<file path="config.mk">
export PLATFORM = sky130hd
export DESIGN_NAME = pci_cfg_status_reg
export DESIGN_NICKNAME = d
export VERILOG_FILES = /design/src/rtl/pcistat_pkg.sv /design/src/rtl/pcistat_mdpe_qual.sv /design/src/rtl/pcistat_clr_merge.sv /design/src/rtl/pcistat_flag_cell.sv /design/src/rtl/pci_cfg_status_reg.sv
export SDC_FILE = /design/constraint.sdc
export NUM_CORES = 1
export LEC_CHECK = 0
export BUFFER_PORTS_ARGS = -buffer_cell sky130_fd_sc_hd__buf_4
export CAP_MARGIN = 30
export CORE_UTILIZATION = 29
export CTS_BUF_LIST = sky130_fd_sc_hd__clkbuf_16
export DETAILED_ROUTE_END_ITERATION = 8
export PLACE_DENSITY = 0.9
export SLEW_MARGIN = 30
export SYNTH_ARGS = -nofsm -noshare
export SYNTH_HDL_FRONTEND = slang
export SYNTH_SLANG_ARGS = --single-unit
</file>
<file path="constraint.sdc">
create_clock -name clk -period 1.1 [get_ports clk]
set_clock_uncertainty 0.15 [all_clocks]
set_input_delay 0.055 -clock clk [delete_from_list [all_inputs] [get_ports clk]]
set_output_delay 0.055 -clock clk [all_outputs]
set_load 0.1 [all_outputs]
</file>
<file path="src/rtl/pcistat_pkg.sv">
package pcistat_pkg;
  localparam int STAT_W = 16;
  localparam int LANE_W = 8;
  localparam int LANES  = STAT_W / LANE_W;

  // Bit positions that software decodes.
  localparam int B_DPE  = 15;
  localparam int B_SSE  = 14;
  localparam int B_RMA  = 13;
  localparam int B_RTA  = 12;
  localparam int B_STA  = 11;
  localparam int B_MDPE = 8;

  localparam logic [STAT_W-1:0] STICKY_MASK = 16'hF900;
  localparam logic [STAT_W-1:0] FIXED_VAL   = 16'h0210;
endpackage

</file>
<file path="src/rtl/pcistat_mdpe_qual.sv">
module pcistat_mdpe_qual (
  input  logic perr_resp_en,
  input  logic mst_owner,
  input  logic mst_perr_drv_rd,
  input  logic mst_perr_obs_wr,
  output logic mdpe_set
);
  logic perr_seen;
  always_comb begin
    perr_seen = mst_perr_drv_rd | mst_perr_obs_wr;
    mdpe_set  = perr_resp_en & mst_owner & perr_seen;
  end
endmodule

</file>
<file path="src/rtl/pcistat_clr_merge.sv">
module pcistat_clr_merge
  import pcistat_pkg::*;
(
  input  logic              a_wr,
  input  logic [LANES-1:0]  a_be,
  input  logic [STAT_W-1:0] a_data,
  input  logic              b_wr,
  input  logic [LANES-1:0]  b_be,
  input  logic [STAT_W-1:0] b_data,
  output logic [STAT_W-1:0] clr_mask
);
  for (genvar ln = 0; ln < LANES; ln++) begin : g_lane
    logic a_hit, b_hit;
    assign a_hit = a_wr & a_be[ln];
    assign b_hit = b_wr & b_be[ln];
    assign clr_mask[ln*LANE_W +: LANE_W] =
        (a_hit ? a_data[ln*LANE_W +: LANE_W] : '0) |
        (b_hit ? b_data[ln*LANE_W +: LANE_W] : '0);
  end
endmodule

</file>
<file path="src/rtl/pcistat_flag_cell.sv">
module pcistat_flag_cell (
  input  logic clk,
  input  logic rst_n,
  input  logic set_req,
  input  logic clr_req,
  input  logic blk,
  output logic q
);
  logic set_ok;
  assign set_ok = set_req & ~blk;

  always_ff @(posedge clk) begin
    if (!rst_n)       q <= 1'b0;
    else if (set_ok)  q <= 1'b1;
    else if (clr_req) q <= 1'b0;
  end
endmodule

</file>
<file path="src/rtl/pci_cfg_status_reg.sv">
module pci_cfg_status_reg
  import pcistat_pkg::*;
(
  input  logic              clk,
  input  logic              rst_n,
  input  logic              host_mode,
  input  logic              perr_resp_en,
  input  logic              ev_parity_det,
  input  logic              ev_serr_drv,
  input  logic              ev_mabort_rcv,
  input  logic              ev_tabort_rcv,
  input  logic              ev_tabort_sig,
  input  logic              mst_owner,
  input  logic              mst_perr_drv_rd,
  input  logic              mst_perr_obs_wr,
  input  logic              lb_wr_en,
  input  logic [LANES-1:0]  lb_be,
  input  logic [STAT_W-1:0] lb_wdata,
  output logic [STAT_W-1:0] lb_rdata,
  input  logic              cfg_wr_en,
  input  logic [LANES-1:0]  cfg_be,
  input  logic [STAT_W-1:0] cfg_wdata,
  output logic [STAT_W-1:0] cfg_rdata
);
  logic              mdpe_set;
  logic [STAT_W-1:0] clr_mask;
  logic [STAT_W-1:0] set_vec;
  logic [STAT_W-1:0] image;

  pcistat_mdpe_qual u_qual (
    .perr_resp_en    (perr_resp_en),
    .mst_owner       (mst_owner),
    .mst_perr_drv_rd (mst_perr_drv_rd),
    .mst_perr_obs_wr (mst_perr_obs_wr),
    .mdpe_set        (mdpe_set)
  );

  pcistat_clr_merge u_clr (
    .a_wr     (lb_wr_en),
    .a_be     (lb_be),
    .a_data   (lb_wdata),
    .b_wr     (cfg_wr_en),
    .b_be     (cfg_be),
    .b_data   (cfg_wdata),
    .clr_mask (clr_mask)
  );

  always_comb begin
    set_vec         = '0;
    set_vec[B_DPE]  = ev_parity_det;
    set_vec[B_SSE]  = ev_serr_drv;
    set_vec[B_RMA]  = ev_mabort_rcv;
    set_vec[B_RTA]  = ev_tabort_rcv;
    set_vec[B_STA]  = ev_tabort_sig;
    set_vec[B_MDPE] = mdpe_set;
  end

  for (genvar i = 0; i < STAT_W; i++) begin : g_bit
    if (STICKY_MASK[i]) begin : g_sticky
      pcistat_flag_cell u_cell (
        .clk     (clk),
        .rst_n   (rst_n),
        .set_req (set_vec[i]),
        .clr_req (clr_mask[i]),
        .blk     (host_mode),
        .q       (image[i])
      );
    end else begin : g_fixed
      assign image[i] = FIXED_VAL[i];
    end
  end

  assign lb_rdata  = image;
  assign cfg_rdata = image;
endmodule

</file>
# After elaboration in Yosys (flattened, before gate mapping)
# Index checks and enable logic that the tools add are counted.
# op_classes
mux,14
reduce_logical,6
n_bitwise,13
# op_table
operator,n
8-bit 2-to-1 mux,2
1-bit 2-to-1 mux,12
2-bit nonzero test,6
1-bit AND,10
8-bit OR,1
1-bit inverter,1
1-bit OR,1
# word_totals
input_bits,50
ff_bits,6
word_cells,39

# Depth between registers and ports, before layout
# logic_depth
ltp_word,5
ltp_mapped,2
ltp_nobuf,2

# Hierarchy
# From an unflattened synthesis, not the netlist that was laid out.
# hier_totals
hier_cells,77
area_unflattened_um2,678.2
# modules_own_cells
mod,cells_each,area_per_inst_um2,seq_area_each_um2,n_inst
pcistat_flag_cell,4,43.8,20.0,6
pci_cfg_status_reg,28,202.7,0.0,1
pcistat_clr_merge,24,202.7,0.0,1
pcistat_mdpe_qual,1,10.0,0.0,1

# Least setup slack after synthesis
# No wires, ideal clock.
# synth_timing
path_type,register to register
startpoint,"register, netlist name g_bit[11].g_sticky.u_cell.q"
endpoint,register g_bit[11].g_sticky.u_cell.q
setup_time_ns,0.117
stages_incl_launch_ff,3
required_ns,0.833
path_slack_ns,0.218
arrival_ns,0.615
n_path_buf,0
period_less_slack_ns,0.882
cell_sequence,dfxtp_1 > and2_1 > a32o_1
# synth_rtl
element,line_no,rtl
to (signal assigned),pcistat_flag_cell.sv:13,if (!rst_n) q <= 1'b0;
to (signal assigned),pcistat_flag_cell.sv:14,else if (set_ok) q <= 1'b1;
to (signal assigned),pcistat_flag_cell.sv:15,else if (clr_req) q <= 1'b0;
to (decl),pcistat_flag_cell.sv:7,output logic q

# Worst setup path in the final report
# layout_timing
startpoint,register g_bit[14].g_sticky.u_cell.q
endpoint,output cfg_rdata[14]
# layout_rtl
element,line_no,rtl
from (decl),pcistat_flag_cell.sv:7,
from (signal assigned),pcistat_flag_cell.sv:13,
from (signal assigned),pcistat_flag_cell.sv:14,
from (signal assigned),pcistat_flag_cell.sv:15,
to (decl),pci_cfg_status_reg.sv:23,output logic [STAT_W-1:0] cfg_rdata
# No word-level cell between the ends.

==> flow_summary.yaml <==
sta:
  drv_slew: 0
  hold_slack_ns: 0.0113
  final-hold-violation-count: 0
  period_share_pct: 97.5
  finalCriticalPeriod_ns: 1.07
  fmax_mhz: 933
  setup_violations: 0
  rsz0062_at_grt: "yes"
clocking:
  cts_sinks: 6
  cts.path.max_buffers: 2
  cts_root_buf: "clkbuf_16"
  path_clk_slew_ns: 0.03
  post_cts_buffers: 0
  cts_tree: "built"
  cts_buffers: 3
  cts_resized: 0
  htree_levels: 1
  clk-insertion-delay-late_ns: 0.23
setup_path:
  cp_num_buf_inv: 1
  rr_endpoint: "g_bit[13].g_sticky.u_cell.q"
  slowest_delay_ns: 0.34
  start_kind: "flip-flop"
  path_cells: "buf_4"
  r2r_start: "g_bit[13].g_sticky.u_cell.q"
  crit_fanout: 3
  critPathCaptureType: "output pin"
  crit_path_top_delay_cell: "dfxtp_1"
  r2r.worst_path.cells: 2
  path_class: "reg2out"
  r2r_setup_slack_ns: 0.18
  worstPathArrival_ns: 0.87
  cpLargestDelayFamily: "flip-flops"
  cp.required_ns: 0.89
placement:
  gp_congestion: 0.637
  dp_cells: 117
  port_buffers: 39
  dp_hpwl_um: 1060
  placed_area_um2: 706
status:
  status: "completed"
floorplanning:
  core.rowCount: 15
  die_w_um: 45.7
  fp.dieArea_um2: 2090
  die_h_um: 45.7
  start_util_pct: 31.4
  coreArea_um2: 1760
  ioPinCount: 82
drt:
  dr.pass1.iters: 4
  drc_errors: 0
  ant_nets: 0
  drtIter0Drc: 7
  drt-total-wl_um: 1440
  wl_per_cell_um: 11.3
  vias: 522
  drt-vias-per-instance: 4.08
hold_path:
  hold_path_class: "in2reg"
  min_to: "g_bit[8].g_sticky.u_cell.q"
  hold_depth: 3
  hp-start: "perr_resp_en"
finish:
  reg_top3: "g_bit.g_sticky.u_cell.q x6"
  fin_cells: 128
  final_cell_area_um2: 861
  largest_register_ffs: 6
  largest-register: "g_bit.g_sticky.u_cell.q"
  final_cell_mix: "buf_4, conb_1, nand3_1"
  final_common_cell: "buf_4"
  fin_util_pct: 48.8
  nets: 155
  syn2layout_area_growth_pct: 55.3
  diodes: 0
  drive_above_1_share_pct: 42.7
logic_synthesis:
  yosysSeqAreaShare_pct: 21.7
  synth_area_per_cell_um2: 8.27
  yosysWarnings: 0
  synth_cell_types: 12
  synth_cells: 67
  synth-seq-cells: 6
  synth_area_um2: 554
global_route:
  grt_pass1_vias: 533
  grt_pass1_wl_um: 2150
  grt_max_degree: 9
  grt_usage_pct: 15.3
  overflow: 0
  antenna_found_initial: 0
power_and_ir_drop:
  p_leak_nw: 0.438
  peakVddDrop_uv: 952
  power_mw: 1.55
  powerDensity_nw_per_um2: 1800
run:
  cap_violations: 0
==> worst max-delay path by stage <==
stage,depth (start not counted),from,slack [ns],endpoint
5_1_grt,1,g_bit[8].g_sticky.u_cell.q,-0.01,cfg_rdata[8]
4_1_cts,1,g_bit[8].g_sticky.u_cell.q,0.02,cfg_rdata[8]
3_5_place_dp,2,g_bit[13].g_sticky.u_cell.q,0.18,g_bit[13].g_sticky.u_cell.q
2_1_floorplan,2,g_bit[11].g_sticky.u_cell.q,0.22,g_bit[11].g_sticky.u_cell.q
6_report,1,g_bit[14].g_sticky.u_cell.q,0.03,cfg_rdata[14]
3_3_place_gp,2,g_bit[11].g_sticky.u_cell.q,0.20,g_bit[11].g_sticky.u_cell.q
==> area by class of cell <==
type | count | area, µm²
clock buffer | 3 | 75.1
fill | 177 | 903
multi-input combinational | 47 | 262
sequential | 6 | 120
tap | 25 | 31.3
timing repair buffer | 47 | 373
==> stage by stage <==
stage | TNS, ns | setup slack [ns]
floorplan | 0 | 0.218
global placement | 0 | 0.197
detailed placement | 0 | 0.178
CTS | 0 | 0.0166
global route | -0.0485 | -0.0137
finish | 0 | 0.0277
==> power breakdown <==
group | internal (mW) | switching, mW | leakage (nW) | total, mW
Sequential | 0.234 | 0.0103 | 0.0496 | 0.245
Clock | 0.467 | 0.125 | 0.0370 | 0.592
Combinational | 0.141 | 0.575 | 0.352 | 0.716
==> cell families (layout without fill, tap and decap cells) <==
group,after synthesis,in the layout,share of synthesized area (%)
AO/OA/AOI/OAI,6,6,12.0
flip-flops,6,6,21.7
AND/OR/NAND/NOR,21,21,21.7
buffers and inverters,32,50,43.3
other,2,20,1.35
==> routing by layer <==
layer	wire length [µm]	GRT usage (%)
met5	0	0
met4	0	5.29
met3	96	7.94
met2	823	28.6
met1	524	13.8
==> repair_timing <==
item,in CTS,in global routing
endpoints found under the hold margin,6,0
hold buffers,8,0
endpoints found under the setup margin,0,6
==> cells in the mapped netlist <==
cell type | count | area share [%]
nor2_1 | 1 | 0.68
nand2_1 | 1 | 0.68
nand4b_1 | 1 | 1.6
and2_1 | 5 | 5.6
conb_1 | 2 | 1.4
buf_4 | 32 | 43
dfxtp_1 | 6 | 22
and2b_4 | 1 | 1.8
nand3_1 | 10 | 9.0
a32o_1 | 5 | 9.0
o32ai_2 | 1 | 2.9
and3_1 | 2 | 2.3
==> worst register-to-register path, cell delays in order, from the launching register on <==
cell and delay [ns]:
dfxtp_1 0.31, and2_1 0.14, a32o_1 0.21
Power figures use the tool's default switching activity.
